--- src/rtl/ea_pkg.sv ---
package ea_pkg;
  parameter int unsigned GPR_W  = 32;
  parameter int unsigned GPR_N  = 8;
  parameter int unsigned HALF_W = 16;
  localparam int unsigned RIDX_W = $clog2(GPR_N);

  typedef enum logic [2:0] {
    SEG_ES = 3'd0,
    SEG_CS = 3'd1,
    SEG_SS = 3'd2,
    SEG_DS = 3'd3,
    SEG_FS = 3'd4,
    SEG_GS = 3'd5
  } seg_t;

  localparam logic [1:0] MOD_NODISP = 2'b00;
  localparam logic [1:0] MOD_REG    = 2'b11;
endpackage

--- src/rtl/ea_path16.sv ---
module ea_path16
  import ea_pkg::*;
#(
  parameter int unsigned HW = HALF_W
) (
  input  logic [1:0]    mod_f,
  input  logic [2:0]    rm_f,
  input  logic [HW-1:0] disp16,
  input  logic [HW-1:0] r_bx,
  input  logic [HW-1:0] r_bp,
  input  logic [HW-1:0] r_si,
  input  logic [HW-1:0] r_di,
  output logic [HW-1:0] off16,
  output seg_t          seg16
);
  logic [HW-1:0] lhs, rhs;
  logic          disp_only, add_disp;

  assign disp_only = (mod_f == MOD_NODISP) && (rm_f == 3'b110);
  assign add_disp  = (mod_f == 2'b01) || (mod_f == 2'b10) || disp_only;

  always_comb begin
    lhs = '0;
    rhs = '0;
    unique case (rm_f)
      3'b000: begin lhs = r_bx; rhs = r_si; end
      3'b001: begin lhs = r_bx; rhs = r_di; end
      3'b010: begin lhs = r_bp; rhs = r_si; end
      3'b011: begin lhs = r_bp; rhs = r_di; end
      3'b100: lhs = r_si;
      3'b101: lhs = r_di;
      3'b110: lhs = disp_only ? '0 : r_bp;
      default: lhs = r_bx;
    endcase
  end

  assign off16 = lhs + rhs + (add_disp ? disp16 : '0);

  always_comb begin
    if (rm_f == 3'b010 || rm_f == 3'b011 || (rm_f == 3'b110 && !disp_only))
      seg16 = SEG_SS;
    else
      seg16 = SEG_DS;
  end
endmodule

--- src/rtl/ea_path32.sv ---
module ea_path32
  import ea_pkg::*;
#(
  parameter int unsigned W = GPR_W,
  parameter int unsigned N = GPR_N
) (
  input  logic [1:0]          mod_f,
  input  logic [2:0]          rm_f,
  input  logic [1:0]          sib_scale,
  input  logic [2:0]          sib_index,
  input  logic [2:0]          sib_base,
  input  logic [W-1:0]        disp,
  input  logic [N-1:0][W-1:0] gpr,
  output logic [W-1:0]        off32,
  output seg_t                seg32
);
  localparam logic [2:0] CODE_ESC = 3'b100;
  localparam logic [2:0] CODE_BP  = 3'b101;
  localparam logic [2:0] CODE_SP  = 3'b100;

  logic          use_sib, no_base, add_disp;
  logic [2:0]    base_code;
  logic [W-1:0]  base_val, idx_val;

  assign use_sib   = (rm_f == CODE_ESC);
  assign base_code = use_sib ? sib_base : rm_f;
  assign no_base   = (mod_f == MOD_NODISP) && (base_code == CODE_BP);
  assign add_disp  = (mod_f == 2'b01) || (mod_f == 2'b10) || no_base;

  assign base_val = no_base ? '0 : gpr[base_code];
  assign idx_val  = (use_sib && sib_index != CODE_ESC) ? (gpr[sib_index] << sib_scale) : '0;
  assign off32    = base_val + idx_val + (add_disp ? disp : '0);

  always_comb begin
    if (!no_base && (base_code == CODE_SP || base_code == CODE_BP))
      seg32 = SEG_SS;
    else
      seg32 = SEG_DS;
  end
endmodule

--- src/rtl/ea_gen.sv ---
module ea_gen
  import ea_pkg::*;
#(
  parameter int unsigned W  = GPR_W,
  parameter int unsigned N  = GPR_N,
  parameter int unsigned HW = HALF_W
) (
  input  logic           clk,
  input  logic           rst,
  input  logic           in_valid,
  input  logic           addr32,
  input  logic [1:0]     mod_f,
  input  logic [2:0]     rm_f,
  input  logic [1:0]     sib_scale,
  input  logic [2:0]     sib_index,
  input  logic [2:0]     sib_base,
  input  logic [W-1:0]   disp,
  input  logic [N*W-1:0] gpr_flat,
  input  logic           seg_ovr_valid,
  input  logic [2:0]     seg_ovr,
  output logic           out_valid,
  output logic [W-1:0]   offset,
  output logic [2:0]     seg,
  output logic           is_reg,
  output logic [2:0]     reg_sel
);
  localparam int unsigned I_BX = 3;
  localparam int unsigned I_BP = 5;
  localparam int unsigned I_SI = 6;
  localparam int unsigned I_DI = 7;

  logic [N-1:0][W-1:0] gpr;
  assign gpr = gpr_flat;

  logic [HW-1:0] off16;
  logic [W-1:0]  off32;
  seg_t          seg16, seg32;

  ea_path16 #(.HW(HW)) u_path16 (
    .mod_f (mod_f),
    .rm_f  (rm_f),
    .disp16(disp[HW-1:0]),
    .r_bx  (gpr[I_BX][HW-1:0]),
    .r_bp  (gpr[I_BP][HW-1:0]),
    .r_si  (gpr[I_SI][HW-1:0]),
    .r_di  (gpr[I_DI][HW-1:0]),
    .off16 (off16),
    .seg16 (seg16)
  );

  ea_path32 #(.W(W), .N(N)) u_path32 (
    .mod_f    (mod_f),
    .rm_f     (rm_f),
    .sib_scale(sib_scale),
    .sib_index(sib_index),
    .sib_base (sib_base),
    .disp     (disp),
    .gpr      (gpr),
    .off32    (off32),
    .seg32    (seg32)
  );

  logic          reg_form;
  logic [W-1:0]  off_c;
  logic [2:0]    seg_c;

  assign reg_form = (mod_f == MOD_REG);

  always_comb begin
    if (reg_form) begin
      off_c = '0;
      seg_c = SEG_DS;
    end else begin
      off_c = addr32 ? off32 : {{(W-HW){1'b0}}, off16};
      seg_c = seg_ovr_valid ? seg_ovr : (addr32 ? seg32 : seg16);
    end
  end

  always_ff @(posedge clk) begin
    if (rst) begin
      out_valid <= 1'b0;
      offset    <= '0;
      seg       <= SEG_DS;
      is_reg    <= 1'b0;
      reg_sel   <= '0;
    end else begin
      out_valid <= in_valid;
      if (in_valid) begin
        offset  <= off_c;
        seg     <= seg_c;
        is_reg  <= reg_form;
        reg_sel <= rm_f;
      end
    end
  end

  p_valid_r10: assert property (@(posedge clk) disable iff (rst)
    in_valid |=> out_valid);

  p_idle_hold_r10: assert property (@(posedge clk) disable iff (rst)
    !in_valid |=> (!out_valid && $stable(offset) && $stable(seg)));

  p_reg_form_r9: assert property (@(posedge clk) disable iff (rst)
    (out_valid && is_reg) |-> (offset == '0 && seg == SEG_DS));

  p_wrap16_r1: assert property (@(posedge clk) disable iff (rst)
    (in_valid && !addr32) |=> (offset[W-1:HW] == '0));

  p_override_r8: assert property (@(posedge clk) disable iff (rst)
    (in_valid && seg_ovr_valid && mod_f != MOD_REG) |=> (seg == $past(seg_ovr)));

  p_default_seg_r7: assert property (@(posedge clk) disable iff (rst)
    (in_valid && !seg_ovr_valid) |=> (seg == SEG_SS || seg == SEG_DS));
endmodule

--- config.mk ---
export PLATFORM = sky130hd
export DESIGN_NAME = ea_gen
export DESIGN_NICKNAME = d
export VERILOG_FILES = /design/src/rtl/ea_pkg.sv /design/src/rtl/ea_path16.sv /design/src/rtl/ea_path32.sv /design/src/rtl/ea_gen.sv
export SDC_FILE = /design/constraint.sdc
export NUM_CORES = 1
export LEC_CHECK = 0
export ABC_CLOCK_PERIOD_IN_PS = 5800
export BUFFER_PORTS_ARGS = -buffer_cell sky130_fd_sc_hd__buf_2
export CAP_MARGIN = 10
export CORE_MARGIN = 2
export CORE_UTILIZATION = 54
export CTS_CLUSTER_SIZE = 24
export DETAILED_ROUTE_END_ITERATION = 7
export GPL_ROUTABILITY_DRIVEN = 0
export PLACE_DENSITY = 0.84
export SLEW_MARGIN = 20
export SYNTH_ARGS = -nofsm -noshare
export SYNTH_HDL_FRONTEND = slang
export SYNTH_HIERARCHICAL = 1
export SYNTH_SLANG_ARGS = --single-unit
export TNS_END_PERCENT = 1
--- constraint.sdc ---
create_clock -name clk -period 5.8 [get_ports clk]
set_input_delay 0.29 -clock clk [delete_from_list [all_inputs] [get_ports clk]]
set_output_delay 0.29 -clock clk [all_outputs]
set_load 0.005 [all_outputs]
==> flow_metrics.env <==
export IMPL_floorplan_initialDensity=0.5446
export IMPL_min_delay_path_class="primary input to flop"
export IMPL_floorplan_io_pins=349
export IMPL_maximum_buffer_depth_of_the_clock_tree=2
export IMPL_netlist_top_cells_area="sky130_fd_sc_hd__mux4_2, sky130_fd_sc_hd__nand2_1, sky130_fd_sc_hd__fa_1"
export IMPL_outcome="finished, final reports clean"
export IMPL_setup_ws_ps=601.8
export IMPL_clock_tree_htree_level_count=2
export IMPL_post_synth_mux_area_share=0.2311
export IMPL_syn_area_um2=10910
export IMPL_async_flop_share=0
export IMPL_grt_pass1_vias=12650
export IMPL_cts_hold_buf=0
export IMPL_most_common_cell_after_layout_fill_and_taps_aside="sky130_fd_sc_hd__buf_2"
export IMPL_place_area_um2=12850
export IMPL_die_height_um=146.2
export IMPL_synth_xor_xnor_area_share=0.02970
export IMPL_synthSimpleGateAreaFrac=0.1943
export IMPL_ant_nets=0
export IMPL_clock_fmax_mhz=192.4
export IMPL_post_cts_buffers=0
export IMPL_antenna_found_initial=13
export IMPL_grt_max_degree=110
export IMPL_met3_usage=0.07156
export IMPL_yosysWarnings=6
export IMPL_worst_slew_pin_tran_ps=747.5
export IMPL_clkTransAtPathRegs_ps=60
export IMPL_final_net_count=2095
export IMPL_largest_register_ffs=32
export IMPL_regMostFlops="offset"
export IMPL_design_core_area_um2=20040
export IMPL_top_regs="offset (32), reg_sel (3), seg (3)"
export IMPL_worst_r2r_setup_slack_ps=5040
export IMPL_wl_mm=42.59
export IMPL_worst_ep_required_time_ps=5960
export IMPL_critical_path_class="primary input to flop"
export IMPL_cp_data_arrival_time_ps=5350
export IMPL_finalMaxSlewViolations=0
export IMPL_dr_total_vias=12910
export IMPL_synth_fa_ha_area_frac=0.1408
export IMPL_post_route_min_period_ps=5198
export IMPL_critPathCaptureType="flop"
export IMPL_pre_cts_ws_ps=437.3
export IMPL_final_layout_size_suffix_gt1_frac=0.2912
export IMPL_detailedRoute_firstIterationViolations=1444
export IMPL_timing_hold_violations_final=0
export IMPL_max_cap_viol_count=0
export IMPL_dr_pass1_iters=8
export IMPL_largest_family_of_logic_cells_by_synthesized_area="compound AO/OA/AOI/OAI gates"
export IMPL_grt_pass1_wl_mm=65.45
export IMPL_grtUsageTotal=0.3823
export IMPL_synth_main_ff_cell="sky130_fd_sc_hd__dfxtp_1"
export IMPL_clock_sinks=40
export IMPL_syn_inst=1413
export IMPL_synth_ff_latch_count=40
export IMPL_tritoncts_num_buffers=5
export IMPL_synthToLayoutAreaGrowth_pct=19.51
export IMPL_synthDistinctLibCells=69
export IMPL_unrepaired_setup_endpoints_after_global_routing="no"
export IMPL_worstSkewPairLatency_ps=280
export IMPL_wire_per_inst_um=21.52
export IMPL_final_area_um2=13040
export IMPL_synth_largest_area_cell="sky130_fd_sc_hd__mux4_2"
export IMPL_fp_dieArea_um2=21360
export IMPL_compound_cell_area_share_of_the_yosys_netlist=0.2497
export IMPL_global_route_usage_met2=0.6417
export IMPL_most_used_cells_in_the_layout_excluding_fill_and_tap_cells="sky130_fd_sc_hd__buf_2, sky130_fd_sc_hd__nand2_1, sky130_fd_sc_hd__inv_1, sky130_fd_sc_hd__o21ai_0, sky130_fd_sc_hd__mux4_2"
export IMPL_mappedNetlistNets=1816
export IMPL_synth_edf_count=0
export IMPL_synth_avg_cell_area_um2=7.723
export IMPL_hpwlAfterDp_mm=33.91
export IMPL_die_span_in_x_um=146.2
export IMPL_tns_setup_ps=0
export IMPL_globalRoute_totalOverflow=0
export IMPL_setup_violations_final=0
export IMPL_drc=0
export IMPL_globalRouteMet1Util=0.4443
export IMPL_finalCritPeriodShare=0.8962
export IMPL_placement_rows=52
export IMPL_synth_largest_type_area_fraction=0.1403
export IMPL_crit_path_start_kind="primary input"
export IMPL_post_cts_resized_instances=0
export IMPL_timing_max_slew_rel_slack=0.4964
export IMPL_cellPowerDensity_nw_per_um2=178.1
export IMPL_tritoncts_clock_tree="done"
export IMPL_cellLeakagePower_nw=6.215
export IMPL_peakVddDrop_mv=0.1245
export IMPL_crit_fanout=19
export IMPL_top_usage_layer="met2"
export IMPL_io_buffer_count=348
export IMPL_ys_seq_area_frac=0.07338
export IMPL_cts_root_buffer_cell="sky130_fd_sc_hd__clkbuf_16"
export IMPL_timing_clock_skew_ps=0
export IMPL_viasPerCell=6.522
==> cell families (layout without fill, tap and decap cells) <==
kind of cell,count (synthesis),in the layout
adder cells (fa/ha/maj),94,94
AO/OA/AOI/OAI,382,382
flip-flops,40,40
multiplexers,162,162
AND/OR/NAND/NOR,480,480
other,4,20
XOR/XNOR,37,37
buffers and inverters,214,494
==> layout make-up <==
class	instances	area [µm²]
tap	270	337.8
antenna	16	40.04
timing repair buffer	383	2044
clock inverter	2	10.01
multi-input combinational	1159	9284
sequential	40	800.8
clock buffer	6	138.9
fill	1837	6997
inverter	103	386.6
==> Yosys cell counts, drive strengths merged (2+ instances only) <==
cell type and n:
mux2i 57, o21bai 7, clkbuf 73, dfxtp 40
nand4 4, a22o 29, a31oi 6, a211oi 64
a311oi 57, ha 46, a21oi 59, o21a 6
buf 38, mux2 37, a211o 2, fa 48
a22oi 2, nor3 14, nor2 65, conb 4
nand2 283, a41o 2, o21ai 78, xor2 8
a21o 11, and3 2, nor2b 19, and2 64
nand2b 7, and2b 3, a221oi 6, o22a 24
xnor2 29, a21boi 3, inv 103, o22ai 18
mux4 68, nand3 10
==> final timing paths <==
| check | cells after the start | to | start |
|---|---|---|---|
| worst max-delay path | 20 | offset[13]$_SDFFE_PP0P_ | sib_index[0] |
| worst min-delay path | 3 | seg[0]$_SDFFE_PP1P_ | seg_ovr[0] |
| worst max register to register | 3 | offset[13]$_SDFFE_PP0P_ | offset[13]$_SDFFE_PP0P_ |
| worst min register to register | 1 | offset[24]$_SDFFE_PP0P_ | offset[24]$_SDFFE_PP0P_ |
==> power breakdown <==
| group | switching, mW | internal [mW] | total (mW) |
|---|---|---|---|
| Combinational | 0.973 | 0.748 | 1.72 |
| Sequential | 0.0154 | 0.308 | 0.324 |
| Clock | 0.108 | 0.169 | 0.278 |
| Total | 1.10 | 1.23 | 2.32 |
==> per-stage QoR <==
stage               power [mW]  cells  utilization  hold slack (ps)
global route             2.493   1973       0.6501            345.4
global placement         1.953   1955       0.6413            454.6
floorplan                1.494   1413            -            437.4
CTS                      2.285   1963       0.6487            315.7
finish                   2.323   1979       0.6508            320.8
detailed placement       2.001   1955       0.6413            449.8
==> critical path, cell delays in order <==
cell                       delay (ps)
sky130_fd_sc_hd__buf_4            350
sky130_fd_sc_hd__nor2_1           100
sky130_fd_sc_hd__a21oi_1          360
sky130_fd_sc_hd__nand2b_1         330
sky130_fd_sc_hd__or2_2            400
sky130_fd_sc_hd__fa_1             540
sky130_fd_sc_hd__inv_1             40
sky130_fd_sc_hd__ha_1             220
sky130_fd_sc_hd__fa_1             480
sky130_fd_sc_hd__a211oi_1         350
sky130_fd_sc_hd__o21bai_1         120
sky130_fd_sc_hd__a21oi_1          240
sky130_fd_sc_hd__o21ai_0          210
sky130_fd_sc_hd__a211oi_1         380
sky130_fd_sc_hd__o21bai_1         120
sky130_fd_sc_hd__a21oi_1          190
sky130_fd_sc_hd__xnor2_1           80
sky130_fd_sc_hd__mux2_1           310
sky130_fd_sc_hd__a21oi_1          160
sky130_fd_sc_hd__nor2_1            50
==> per-layer routing <==
| metal | up-vias | part of all wire |
|---|---|---|
| li1 | 5694 | - |
| met2 | 1066 | 0.46 |
| met4 | 2 | 0.078 |
| met5 | - | 0.00031 |
| met1 | 5911 | 0.35 |
| met3 | 234 | 0.11 |
(Power assumes the default switching activity.)
